[config.mk]
export PLATFORM = sky130hd
export DESIGN_NAME = sdc_cmd_path
export DESIGN_NICKNAME = d
export VERILOG_FILES = /design/src/rtl/sdc_pkg.sv /design/src/rtl/sdc_crc7.sv /design/src/rtl/sdc_cmd_tx.sv /design/src/rtl/sdc_resp_rx.sv /design/src/rtl/sdc_cmd_path.sv
export SDC_FILE = /design/constraint.sdc
export NUM_CORES = 1
export LEC_CHECK = 0
export ABC_AREA = 1
export ABC_CLOCK_PERIOD_IN_PS = 4550
export BUFFER_PORTS_ARGS = -buffer_cell sky130_fd_sc_hd__buf_4
export CORE_UTILIZATION = 54
export DETAILED_ROUTE_END_ITERATION = 8
export PLACE_DENSITY_LB_ADDON = 0.08
export SYNTH_ARGS = -nofsm -noshare
export SYNTH_HDL_FRONTEND = slang
export SYNTH_HIERARCHICAL = 1
export SYNTH_SLANG_ARGS = --single-unit
[constraint.sdc]
create_clock -name clk -period 4.55 [get_ports clk]
set_input_delay 0.455 -clock clk [delete_from_list [all_inputs] [get_ports clk]]
set_output_delay 0.455 -clock clk [all_outputs]
set_load 0.02 [all_outputs]
[src/rtl/sdc_pkg.sv]
package sdc_pkg;
  localparam int IDX_W = 6;
  localparam int CRC_W = 7;
  localparam logic [CRC_W-1:0] CRC_POLY = 7'b0001001;

  localparam int FLG_SENT = 0;
  localparam int FLG_RESP = 1;
  localparam int FLG_CRC  = 2;
  localparam int FLG_TMO  = 3;
  localparam int FLG_N    = 4;

  typedef enum logic [1:0] {
    RSP_NONE      = 2'b00,
    RSP_SHORT_CRC = 2'b01,
    RSP_SHORT_RAW = 2'b10,
    RSP_LONG      = 2'b11
  } rsp_mode_e;

  typedef enum logic [1:0] {CP_IDLE, CP_SEND, CP_RESP} cp_state_e;
  typedef enum logic [1:0] {RX_OFF, RX_HUNT, RX_SHIFT, RX_CHECK} rx_state_e;

  // one serial CRC7 step, MSB-first input bit
  function automatic logic [CRC_W-1:0] crc7_step(input logic [CRC_W-1:0] c, input logic b);
    logic fb;
    fb = b ^ c[CRC_W-1];
    return {c[CRC_W-2:0], 1'b0} ^ (fb ? CRC_POLY : '0);
  endfunction
endpackage

[src/rtl/sdc_crc7.sv]
module sdc_crc7
  import sdc_pkg::*;
(
  input  logic             clk,
  input  logic             rst,
  input  logic             clr,
  input  logic             en,
  input  logic             din,
  output logic [CRC_W-1:0] crc
);
  always_ff @(posedge clk) begin
    if (rst || clr) crc <= '0;
    else if (en)    crc <= crc7_step(crc, din);
  end
endmodule

[src/rtl/sdc_cmd_tx.sv]
module sdc_cmd_tx #(
  parameter int FRAME_W = 48
) (
  input  logic               clk,
  input  logic               rst,
  input  logic               tick,
  input  logic               load,
  input  logic [FRAME_W-1:0] frame,
  output logic               line_out,
  output logic               line_oe,
  output logic               last_bit
);
  localparam int CNT_W = $clog2(FRAME_W + 1);

  logic [FRAME_W-1:0] sreg;
  logic [CNT_W-1:0]   left;

  assign last_bit = line_oe && tick && (left == CNT_W'(1));
  assign line_out = line_oe ? sreg[FRAME_W-1] : 1'b1;

  always_ff @(posedge clk) begin
    if (rst) begin
      sreg    <= '0;
      left    <= '0;
      line_oe <= 1'b0;
    end else if (load && !line_oe) begin
      sreg    <= frame;
      left    <= CNT_W'(FRAME_W);
      line_oe <= 1'b1;
    end else if (line_oe && tick) begin
      sreg <= {sreg[FRAME_W-2:0], 1'b1};
      left <= left - CNT_W'(1);
      if (left == CNT_W'(1)) line_oe <= 1'b0;
    end
  end
endmodule

[src/rtl/sdc_resp_rx.sv]
module sdc_resp_rx
  import sdc_pkg::*;
#(
  parameter int WORD_W        = 32,
  parameter int LONG_WORDS    = 4,
  parameter int SHORT_W       = 48,
  parameter int TIMEOUT_TICKS = 64
) (
  input  logic                         clk,
  input  logic                         rst,
  input  logic                         tick,
  input  logic                         arm,
  input  logic                         long_mode,
  input  logic                         line_in,
  output logic                         done,
  output logic                         timeout,
  output logic                         crc_ok,
  output logic [WORD_W*LONG_WORDS-1:0] body
);
  localparam int LONG_BODY = WORD_W * LONG_WORDS;
  localparam int LONG_W    = LONG_BODY + 8;
  localparam int CNT_W     = $clog2(LONG_W + 1);
  localparam int TMR_W     = $clog2(TIMEOUT_TICKS + 1);

  rx_state_e          state;
  logic               long_q;
  logic [CNT_W-1:0]   left;
  logic [TMR_W-1:0]   tmr;
  logic [LONG_BODY-1:0] sreg;
  logic [CRC_W-1:0]   crc;
  logic               crc_en;
  int                 bit_idx;
  int                 crc_top;

  always_comb begin
    bit_idx = int'(left) - 1;
    crc_top = long_q ? LONG_BODY - 1 : SHORT_W - 2;
    crc_en  = (state == RX_SHIFT) && tick && (bit_idx >= CRC_W + 1) && (bit_idx <= crc_top);
  end

  sdc_crc7 u_crc (
    .clk (clk),
    .rst (rst),
    .clr (arm),
    .en  (crc_en),
    .din (line_in),
    .crc (crc)
  );

  assign done   = (state == RX_CHECK);
  assign crc_ok = (crc == sreg[CRC_W:1]);
  assign body   = sreg;

  always_ff @(posedge clk) begin
    if (rst) begin
      state   <= RX_OFF;
      long_q  <= 1'b0;
      left    <= '0;
      tmr     <= '0;
      sreg    <= '0;
      timeout <= 1'b0;
    end else begin
      timeout <= 1'b0;
      case (state)
        RX_OFF: if (arm) begin
          state  <= RX_HUNT;
          long_q <= long_mode;
          tmr    <= '0;
        end
        RX_HUNT: if (tick) begin
          if (!line_in) begin
            state <= RX_SHIFT;
            left  <= long_q ? CNT_W'(LONG_W - 1) : CNT_W'(SHORT_W - 1);
          end else if (tmr == TMR_W'(TIMEOUT_TICKS - 1)) begin
            state   <= RX_OFF;
            timeout <= 1'b1;
          end else begin
            tmr <= tmr + TMR_W'(1);
          end
        end
        RX_SHIFT: if (tick) begin
          sreg <= {sreg[LONG_BODY-2:0], line_in};
          left <= left - CNT_W'(1);
          if (left == CNT_W'(1)) state <= RX_CHECK;
        end
        default: state <= RX_OFF;
      endcase
    end
  end
endmodule

[src/rtl/sdc_cmd_path.sv]
module sdc_cmd_path
  import sdc_pkg::*;
#(
  parameter int ARG_W         = 32,
  parameter int WORD_W        = 32,
  parameter int LONG_WORDS    = 4,
  parameter int TIMEOUT_TICKS = 64
) (
  input  logic                         clk,
  input  logic                         rst,
  input  logic                         card_tick,
  input  logic                         arg_wr,
  input  logic [ARG_W-1:0]             arg_wdata,
  input  logic                         cmd_wr,
  input  logic [IDX_W-1:0]             cmd_index,
  input  logic [1:0]                   cmd_resp_mode,
  input  logic                         cmd_stop,
  input  logic                         cmd_start,
  input  logic                         flag_clr_wr,
  input  logic [FLG_N-1:0]             flag_clr_mask,
  input  logic                         line_in,
  output logic                         line_out,
  output logic                         line_oe,
  output logic                         busy,
  output logic [FLG_N-1:0]             flags,
  output logic                         stop_pulse,
  output logic [WORD_W*LONG_WORDS-1:0] resp_data
);
  localparam int HEAD_W    = 2 + IDX_W + ARG_W;
  localparam int FRAME_W   = HEAD_W + CRC_W + 1;
  localparam int LONG_BODY = WORD_W * LONG_WORDS;

  cp_state_e            state;
  rsp_mode_e            mode_q;
  logic                 stop_q;
  logic [ARG_W-1:0]     arg_q;
  logic [HEAD_W-1:0]    head;
  logic [CRC_W-1:0]     tx_crc;
  logic [FRAME_W-1:0]   frame;
  logic                 accept;
  logic                 tx_last;
  logic                 rx_arm;
  logic                 rx_done;
  logic                 rx_tmo;
  logic                 rx_crc_ok;
  logic [LONG_BODY-1:0] rx_body;
  logic [FLG_N-1:0]     flag_set;
  logic [FLG_N-1:0]     flag_clr;

  assign accept = cmd_wr && cmd_start && (state == CP_IDLE);
  assign busy   = (state != CP_IDLE);
  assign rx_arm = tx_last && (mode_q != RSP_NONE);

  always_comb begin
    head   = {1'b0, 1'b1, cmd_index, arg_q};
    tx_crc = '0;
    for (int i = HEAD_W - 1; i >= 0; i--) tx_crc = crc7_step(tx_crc, head[i]);
    frame  = {head, tx_crc, 1'b1};
  end

  sdc_cmd_tx #(.FRAME_W(FRAME_W)) u_tx (
    .clk      (clk),
    .rst      (rst),
    .tick     (card_tick),
    .load     (accept),
    .frame    (frame),
    .line_out (line_out),
    .line_oe  (line_oe),
    .last_bit (tx_last)
  );

  sdc_resp_rx #(
    .WORD_W        (WORD_W),
    .LONG_WORDS    (LONG_WORDS),
    .SHORT_W       (FRAME_W),
    .TIMEOUT_TICKS (TIMEOUT_TICKS)
  ) u_rx (
    .clk       (clk),
    .rst       (rst),
    .tick      (card_tick),
    .arm       (rx_arm),
    .long_mode (mode_q == RSP_LONG),
    .line_in   (line_in),
    .done      (rx_done),
    .timeout   (rx_tmo),
    .crc_ok    (rx_crc_ok),
    .body      (rx_body)
  );

  always_comb begin
    flag_set = '0;
    if (tx_last && mode_q == RSP_NONE) flag_set[FLG_SENT] = 1'b1;
    if (rx_done) begin
      if ((mode_q == RSP_SHORT_CRC || mode_q == RSP_LONG) && !rx_crc_ok)
        flag_set[FLG_CRC] = 1'b1;
      else
        flag_set[FLG_RESP] = 1'b1;
    end
    if (rx_tmo) flag_set[FLG_TMO] = 1'b1;
    flag_clr = flag_clr_wr ? flag_clr_mask : '0;
  end

  always_ff @(posedge clk) begin
    if (rst) begin
      state      <= CP_IDLE;
      mode_q     <= RSP_NONE;
      stop_q     <= 1'b0;
      arg_q      <= '0;
      flags      <= '0;
      stop_pulse <= 1'b0;
    end else begin
      if (arg_wr) arg_q <= arg_wdata;
      stop_pulse <= tx_last && stop_q;
      flags      <= (flags & ~flag_clr) | flag_set;
      case (state)
        CP_IDLE: if (accept) begin
          state  <= CP_SEND;
          mode_q <= rsp_mode_e'(cmd_resp_mode);
          stop_q <= cmd_stop;
        end
        CP_SEND: if (tx_last) state <= (mode_q == RSP_NONE) ? CP_IDLE : CP_RESP;
        CP_RESP: if (rx_done || rx_tmo) state <= CP_IDLE;
        default: state <= CP_IDLE;
      endcase
    end
  end

  for (genvar g = 0; g < LONG_WORDS; g++) begin : g_word
    logic [WORD_W-1:0] word_q;
    always_ff @(posedge clk) begin
      if (rst) begin
        word_q <= '0;
      end else if (rx_done) begin
        if (mode_q == RSP_LONG)
          word_q <= rx_body[LONG_BODY-1-g*WORD_W -: WORD_W];
        else if (g == 0)
          word_q <= rx_body[CRC_W+WORD_W:CRC_W+1];
      end
    end
    assign resp_data[LONG_BODY-1-g*WORD_W -: WORD_W] = word_q;
  end
endmodule

# Yosys cells after proc, flatten, opt, wreduce, memory -nomap -nowiden
# Cells that the tools add are included.
# totals
ff_bits	379
output_inout_bits	136
elab_cells	248
# op_classes
addsub	4
order_cmp	2
eq_ne	22
mux	78
bitwise_logic	83
n_reduce_logical	37
# op_table
operator	count
7-bit by 4-bit XOR with 7-bit output	37
4-bit two-way mux	40
47-bit two-way mux	2
1-bit XOR	36
7-bit two-way mux	5
32-bit by 5-bit greater-or-equal comparator with 1-bit output, second input constant	1
32-bit less-or-equal comparator	1
32-bit two-way mux	1
8-bit two-way mux	4
2-bit two-way mux	11
2-bit inequality test, second input constant	9
8-bit case mux with 2 select lines	1
7-bit case mux with 2 select lines	1
1-bit logical AND	12
6-bit two-way mux	2
2-bit case mux with 3 select lines	2
2-bit nonzero test	6
2-bit AND reduction	5
5-bit AND reduction	2
1-bit two-way mux	9
8-bit by 1-bit subtractor with 9-bit output, second input constant	1
2-bit equality test, second input constant	4
8-bit by 1-bit equality test with 1-bit output, second input constant	1
8-bit by 1-bit subtractor with 8-bit output, second input constant	1
22 further kinds	32

# Longest topological paths before layout
# depth
word_depth	110
depth_mapped	28

# Modules after synthesis
# The synthesis kept the hierarchy.
# modules_own_cells
mod	n_inst	cells_each	area_each_um2
sdc_cmd_path	1	1126	7749.9
sdc_resp_rx	1	752	5739.3
sdc_cmd_tx	1	311	2322.2
sdc_crc7	1	41	302.8

# Worst setup path before layout
# Ideal clock, no wire load.
# synth_path
kind	in2reg
startpoint	input port cmd_index[1]
endpoint	register u_tx.sreg[1]
setup_time_ps	127
arrival_ps	2187
required_time_ps	4423
setup_slack_ps	2235
path_stages	28
cell_sequence	inv_1 nand2_1 nand2_2 nand2_4 nand2_4 nand2_1 nand2_1 nand2_2 nand2_2 inv_2 nand2_2 nand2_2 inv_2 nand2_1 nand2_1 nand2_1 nand2_1 nand2_1 nand2_2 nand2_1 nand2_1 nand2_1 nand2_1 inv_1 nand2_1 o21ai_0 a21oi_1 nor2_1
# synth_between
elab_chain_cells	49
word_cells_on_any_way	67
# synth_rtl
item	line	source
from (decl)	sdc_cmd_path.sv:15	input logic [IDX_W-1:0] cmd_index,
1-bit XOR *	sdc_pkg.sv:25	fb = b ^ c[CRC_W-1];
4-bit two-way mux *	sdc_pkg.sv:26	return {c[CRC_W-2:0], 1'b0} ^ (fb ? CRC_POLY : '0);
7-bit by 4-bit XOR with 7-bit output * (4 in series)	sdc_pkg.sv:26	
1-bit XOR or 7-bit by 4-bit XOR with 7-bit output (tied branches)	sdc_pkg.sv:25, sdc_pkg.sv:26	
4-bit two-way mux or 7-bit by 4-bit XOR with 7-bit output (tied branches)	sdc_pkg.sv:26	
7-bit by 4-bit XOR with 7-bit output * (4 in series)	sdc_pkg.sv:26	
1-bit XOR or 7-bit by 4-bit XOR with 7-bit output (tied branches)	sdc_pkg.sv:25, sdc_pkg.sv:26	
4-bit two-way mux or 7-bit by 4-bit XOR with 7-bit output (tied branches)	sdc_pkg.sv:26	
[... 22 more ...]	-	
1-bit XOR or 7-bit by 4-bit XOR with 7-bit output (tied branches)	sdc_pkg.sv:25, sdc_pkg.sv:26	
4-bit two-way mux or 7-bit by 4-bit XOR with 7-bit output (tied branches)	sdc_pkg.sv:26	
7-bit by 4-bit XOR with 7-bit output * (7 in series)	sdc_pkg.sv:26	
1-bit XOR *	sdc_pkg.sv:25	
4-bit two-way mux *	sdc_pkg.sv:26	
7-bit by 4-bit XOR with 7-bit output *	sdc_pkg.sv:26	
via tx_crc[0]	sdc_cmd_path.sv:38	logic [CRC_W-1:0] tx_crc;
47-bit two-way mux *	sdc_cmd_tx.sv:26	end else if (load && !line_oe) begin
to (signal assigned)	sdc_cmd_tx.sv:27	sreg <= frame;
to (signal assigned)	sdc_cmd_tx.sv:31	sreg <= {sreg[FRAME_W-2:0], 1'b1};
to (decl)	sdc_cmd_tx.sv:15	logic [FRAME_W-1:0] sreg;
# The timed path passes the listed nets; every way through them passes the cells marked *.
# A chain may end at the register's enable or synchronous reset.

# Worst setup path after layout
# layout_path
startpoint	register u_rx.left[0]
endpoint	register u_rx.u_crc.crc[6]
# layout_between
elab_chain_cells	4
word_cells_on_any_way	5
# layout_rtl
item	line	source
from (decl)	sdc_resp_rx.sv:27	logic [CNT_W-1:0] left;
from (signal assigned)	sdc_resp_rx.sv:73	left <= long_q ? CNT_W'(LONG_W - 1) : CNT_W'(SHORT_W - 1);
from (signal assigned)	sdc_resp_rx.sv:83	left <= left - CNT_W'(1);
8-bit by 1-bit subtractor with 9-bit output *	sdc_resp_rx.sv:36	bit_idx = int'(left) - 1;
32-bit by 5-bit greater-or-equal comparator with 1-bit output	sdc_resp_rx.sv:38	crc_en = (state == RX_SHIFT) && tick && (bit_idx >= CRC_W + 1) && (bit_idx <= crc_top);
1-bit logical AND	sdc_resp_rx.sv:38	
1-bit logical AND *	sdc_resp_rx.sv:38	
via u_rx.crc_en	sdc_resp_rx.sv:31	logic crc_en;
to (signal assigned)	sdc_crc7.sv:13	else if (en) crc <= crc7_step(crc, din);
to (decl)	sdc_crc7.sv:9	output logic [CRC_W-1:0] crc
# Marked as above.

==> metrics.txt <==
# TYPE chip_impl_metric gauge
chip_impl_metric{name="detailedRoute.firstIterationViolations",unit=""} 1071
chip_impl_metric{name="dp.final_hpwl",unit="µm"} 25600
chip_impl_metric{name="ant_nets",unit=""} 0
chip_impl_metric{name="die-area",unit="µm²"} 30500
chip_impl_metric{name="port-buffer-count",unit=""} 188
chip_impl_metric{name="async_reset_ff_share",unit="%"} 0
chip_impl_info{name="worst_hold_startpoint",value="arg_wdata[21]"} 1
chip_impl_metric{name="synth_simple_gate_area_share",unit="%"} 30.1
chip_impl_metric{name="regArea",unit="µm²"} 7590
chip_impl_metric{name="cp.required",unit="ps"} 4990
chip_impl_metric{name="layout.cells.non_filler",unit=""} 2749
chip_impl_info{name="critical_path.slowest_cell",value="sky130_fd_sc_hd__a21oi_1"} 1
chip_impl_metric{name="antenna_violations_before_repair",unit=""} 0
chip_impl_metric{name="crit_path_cell_count",unit=""} 15
chip_impl_metric{name="ff2ff_path_depth",unit=""} 15
chip_impl_metric{name="multi_input_comb_area",unit="µm²"} 7320
chip_impl_metric{name="mappedNetlistArea",unit="µm²"} 16100
chip_impl_metric{name="crit_arrival",unit="ps"} 3230
chip_impl_metric{name="synth_xor_xnor_area_share",unit="%"} 0.652
chip_impl_metric{name="grt_overflow_total",unit=""} 0
chip_impl_metric{name="worst_setup_hold_path_clk_slew",unit="ps"} 60
chip_impl_metric{name="leakage",unit="nW"} 8.38
chip_impl_metric{name="syn_avg_cell_area",unit="µm²"} 7.23
chip_impl_info{name="worst_path_most_repeated_cell",value="sky130_fd_sc_hd__nand2_1"} 1
chip_impl_metric{name="number_of_placed_i_o_pins",unit=""} 189
chip_impl_info{name="worstSetupStartpoint",value="u_rx/left[0]"} 1
chip_impl_metric{name="finalHoldViolations",unit=""} 0
chip_impl_metric{name="detail_route.first_pass.iterations",unit=""} 7
chip_impl_metric{name="vias",unit=""} 14700
chip_impl_metric{name="synth_compound_gate_area_share",unit="%"} 13.9
chip_impl_metric{name="hold-path-cell-count",unit=""} 3
chip_impl_metric{name="slowest_delay",unit="ps"} 430
chip_impl_metric{name="synth_edf_count",unit=""} 0
chip_impl_metric{name="routed_via_density",unit=""} 5.35
chip_impl_metric{name="die_width",unit="µm"} 175
chip_impl_metric{name="count_of_pins_over_their_slew_limit",unit=""} 0
chip_impl_metric{name="clk-insertion-delay-late",unit="ps"} 540
chip_impl_metric{name="drt_drc_violations_left",unit=""} 0
chip_impl_metric{name="place_area",unit="µm²"} 17400
chip_impl_metric{name="maxCapViolCount",unit=""} 0
chip_impl_metric{name="post-route-period-util",unit="%"} 61.2
chip_impl_metric{name="place_worst_setup_slack",unit="ps"} 1670
chip_impl_metric{name="placementRows",unit=""} 62
chip_impl_metric{name="drt-total-wl",unit="µm"} 40000
chip_impl_metric{name="final_net_count",unit=""} 2401
chip_impl_metric{name="tns",unit="ps"} 0
chip_impl_info{name="worst_hold_path_type",value="input pin to flop"} 1
chip_impl_metric{name="synthCells",unit=""} 2230
chip_impl_metric{name="powerDensity",unit="nW/µm²"} 393
chip_impl_metric{name="dp.cells",unit=""} 2682
chip_impl_metric{name="design_area",unit="µm²"} 18700
chip_impl_metric{name="gp_congestion",unit=""} 0.861
chip_impl_metric{name="clock_sinks",unit=""} 379
chip_impl_metric{name="setup_violations",unit=""} 0
chip_impl_metric{name="htreeDepth",unit=""} 2
chip_impl_info{name="tritoncts",value="built"} 1
chip_impl_metric{name="post-cts-setup-buffer-count",unit=""} 0
chip_impl_metric{name="grt_max_degree",unit=""} 101
chip_impl_metric{name="fmax",unit="MHz"} 359
chip_impl_metric{name="tritoncts.num_buffers",unit=""} 40
chip_impl_metric{name="finalWorstPathRequiredPeriod",unit="ps"} 2780
chip_impl_metric{name="synth-seq-area-share",unit="%"} 47.1
chip_impl_metric{name="post-route-worst-setup-slack",unit="ps"} 1770
chip_impl_info{name="setup.worst_path.class",value="flop to flop"} 1
chip_impl_info{name="clockRootBuffer",value="sky130_fd_sc_hd__clkbuf_16"} 1
chip_impl_metric{name="n_fill_cell",unit=""} 2639
chip_impl_info{name="critical-path-top-delay-family",value="compound AO/OA/AOI/OAI gates"} 1
chip_impl_metric{name="synthToLayoutAreaGrowth",unit="%"} 15.9
chip_impl_metric{name="fin_worst_skew",unit="ps"} 19.0
chip_impl_metric{name="worst-path-max-fanout",unit=""} 8
chip_impl_info{name="dominant_combinational_cell_family_by_area_after_synthesis",value="simple AND/OR/NAND/NOR gates"} 1
chip_impl_metric{name="slew-limit-headroom",unit="%"} 28.6
chip_impl_metric{name="post_route_cells_drive_above_1_share",unit="%"} 14.4
chip_impl_info{name="status",value="finished clean"} 1
chip_impl_info{name="setup_crit_start_kind",value="flop"} 1
chip_impl_info{name="endpoint_type_of_the_worst_setup_path",value="flop"} 1
chip_impl_metric{name="ys.warnings.count",unit=""} 6
chip_impl_metric{name="core_area",unit="µm²"} 29000
chip_impl_metric{name="gr-usage-all-layers",unit="%"} 25.4
chip_impl_metric{name="grt_pass1_wl",unit="µm"} 65300
chip_impl_metric{name="synth_fa_ha_area_share",unit="%"} 0.621
chip_impl_metric{name="final_core_utilization",unit="%"} 64.4
chip_impl_metric{name="floorplan.initialDensity",unit="%"} 55.5
chip_impl_metric{name="hold_fix_buffers_cts",unit=""} 0
chip_impl_metric{name="muxShareOfSynthArea",unit="%"} 0
chip_impl_metric{name="diodes",unit=""} 0
chip_impl_metric{name="cp_num_buf_inv",unit=""} 3
chip_impl_metric{name="count_of_state_elements_after_synthesis",unit=""} 379
chip_impl_info{name="worstReg2RegStart",value="u_rx/left[0]"} 1
chip_impl_metric{name="synth_cell_type_count",unit=""} 44
chip_impl_metric{name="post_cts_resized",unit=""} 0
chip_impl_metric{name="peakVddDrop",unit="V"} 0.000317
chip_impl_metric{name="die-height",unit="µm"} 175
chip_impl_metric{name="timing_worst_slew_pin_value",unit="ps"} 1070
chip_impl_metric{name="clk_path_buf_depth",unit=""} 3
chip_impl_info{name="synth_flop_cell",value="sky130_fd_sc_hd__dfxtp_1"} 1
chip_impl_metric{name="finalHoldWorstSlack",unit="ps"} 151
chip_impl_metric{name="total_power",unit="mW"} 7.34
chip_impl_metric{name="first_global_vias",unit=""} 13500
chip_impl_info{name="path_cells",value="inv_1 > ha_1 > nand2_1 > nand2_1 > nand2_1 > ha_1 > inv_1 > nor2_1 > nand3_1 > nand2_1 > nand2_1 > nand2_1 > a21oi_1 > inv_1 > a211oi_1"} 1
chip_impl_metric{name="wl_per_cell",unit="µm"} 14.5
chip_impl_info{name="grt_setup_unrepaired",value="no"} 1
## power by group
part	internal (mW)	switching (mW)	leakage, nW
Combinational	0.274	0.550	4.70
Clock	1.78	1.32	0.610
Sequential	3.37	0.0433	3.06
## worst reg2reg max path, cell delays in order, from the launching register on
cell and delay, ps:
sky130_fd_sc_hd__dfxtp_1 330, sky130_fd_sc_hd__inv_1 180, sky130_fd_sc_hd__ha_1 300, sky130_fd_sc_hd__nand2_1 140
sky130_fd_sc_hd__nand2_1 90, sky130_fd_sc_hd__nand2_1 100, sky130_fd_sc_hd__ha_1 330, sky130_fd_sc_hd__inv_1 60
sky130_fd_sc_hd__nor2_1 30, sky130_fd_sc_hd__nand3_1 70, sky130_fd_sc_hd__nand2_1 50, sky130_fd_sc_hd__nand2_1 50
sky130_fd_sc_hd__nand2_1 40, sky130_fd_sc_hd__a21oi_1 430, sky130_fd_sc_hd__inv_1 240, sky130_fd_sc_hd__a211oi_1 260
## layout make-up
type                            instances  area share, %
Multi-Input combinational cell       1579           39.2
Clock buffer                           59           6.23
Timing Repair Buffer                  199           8.07
Tap cell                              384           2.57
Sequential cell                       379           40.6
Inverter                              141           2.91
Clock inverter                          8          0.422
## layer usage
layer / track usage (%) / share of wire (%)
met2: 41.9 / 46
met4: 7.79 / 2.2
met5: 0 / 0
met3: 3.81 / 5.4
met1: 34.1 / 46
## synth_stat cells, types with 2 or more instances
cell type,instances,share of area [%]
sky130_fd_sc_hd__a21oi_1,148,4.6
sky130_fd_sc_hd__buf_4,2,0.093
sky130_fd_sc_hd__nor2_2,4,0.16
sky130_fd_sc_hd__ha_1,8,0.62
sky130_fd_sc_hd__a31oi_1,45,1.7
sky130_fd_sc_hd__nor2_1,324,7.5
sky130_fd_sc_hd__buf_6,22,1.5
sky130_fd_sc_hd__nand4_1,10,0.39
sky130_fd_sc_hd__nand2_1,535,12
sky130_fd_sc_hd__inv_2,16,0.37
sky130_fd_sc_hd__clkbuf_1,89,2.1
sky130_fd_sc_hd__nand3b_1,12,0.56
sky130_fd_sc_hd__nand2_4,8,0.56
sky130_fd_sc_hd__o211ai_1,32,1.5
sky130_fd_sc_hd__o21ai_1,6,0.19
sky130_fd_sc_hd__nand3_1,189,5.9
sky130_fd_sc_hd__nand2_2,40,1.6
sky130_fd_sc_hd__nor3_1,4,0.12
sky130_fd_sc_hd__o21ai_0,173,5.4
sky130_fd_sc_hd__buf_2,11,0.34
sky130_fd_sc_hd__xnor2_1,6,0.33
sky130_fd_sc_hd__nand3_2,6,0.37
sky130_fd_sc_hd__nor4_1,4,0.16
sky130_fd_sc_hd__buf_1,6,0.14
sky130_fd_sc_hd__xor2_1,6,0.33
sky130_fd_sc_hd__a211oi_1,5,0.23
sky130_fd_sc_hd__inv_1,122,2.8
sky130_fd_sc_hd__conb_1,2,0.047
sky130_fd_sc_hd__a221oi_1,2,0.11
sky130_fd_sc_hd__dfxtp_1,379,47
## kinds of logic after synthesis
| family | count (synthesis) |
|---|---|
| and+or+nand+nor | 1142 |
| AOI/OAI and AO/OA | 414 |
| DFF | 379 |
| buffers and inverters | 273 |
| xor gates and xnor gates | 12 |
| adders and majority gates | 8 |
| other | 2 |
## flip-flops by register name, summed over array words and instances (netlist names)
register	count
flags	4
u_tx/sreg	48
u_rx/timeout	1
u_tx/left	6
state	2
u_rx/u_crc/crc	7
u_tx/line_oe	1
u_rx/tmr	7
u_rx/body	128
u_rx/state	2
g_word.word_q	128
mode_q	2
stop_q	1
u_rx/left	8
stop_pulse	1
arg_q	32
u_rx/long_q	1
## cell usage in the layout (no fill, tap or decap), types with 2 or more instances in the layout
master	Yosys	layout
sky130_fd_sc_hd__a21oi_1	148	148
sky130_fd_sc_hd__o21ai_0	173	173
sky130_fd_sc_hd__inv_4	0	3
sky130_fd_sc_hd__inv_16	0	2
sky130_fd_sc_hd__a211oi_1	5	5
sky130_fd_sc_hd__a31oi_1	45	45
sky130_fd_sc_hd__nand3b_1	12	12
sky130_fd_sc_hd__o21ai_1	6	6
sky130_fd_sc_hd__nand3_2	6	6
sky130_fd_sc_hd__clkbuf_16	0	41
sky130_fd_sc_hd__clkinv_2	1	5
sky130_fd_sc_hd__nand2_4	8	9
sky130_fd_sc_hd__nor2_2	4	4
sky130_fd_sc_hd__nand4_1	10	10
sky130_fd_sc_hd__nor4_1	4	4
sky130_fd_sc_hd__nand3_1	189	189
sky130_fd_sc_hd__nand2_2	40	40
sky130_fd_sc_hd__dfxtp_1	379	379
sky130_fd_sc_hd__inv_2	16	16
sky130_fd_sc_hd__inv_1	122	119
sky130_fd_sc_hd__conb_1	2	3
sky130_fd_sc_hd__ha_1	8	8
sky130_fd_sc_hd__o211ai_1	32	32
sky130_fd_sc_hd__clkbuf_1	89	11
sky130_fd_sc_hd__xnor2_1	6	6
sky130_fd_sc_hd__nor3_1	4	4
sky130_fd_sc_hd__nor2_1	324	324
sky130_fd_sc_hd__xor2_1	6	6
sky130_fd_sc_hd__buf_4	2	198
sky130_fd_sc_hd__nand2_1	535	534
sky130_fd_sc_hd__a221oi_1	2	2
sky130_fd_sc_hd__clkbuf_8	0	7
## path summary, 6_finish.rpt
path | to | slack (ps)
max reg2reg | u_rx/u_crc/crc[6] | 1770
min reg2reg | u_tx/sreg[0] | 460
min | arg_q[21] | 150
max | u_rx/u_crc/crc[6] | 1770
(Power assumes the default switching activity.)
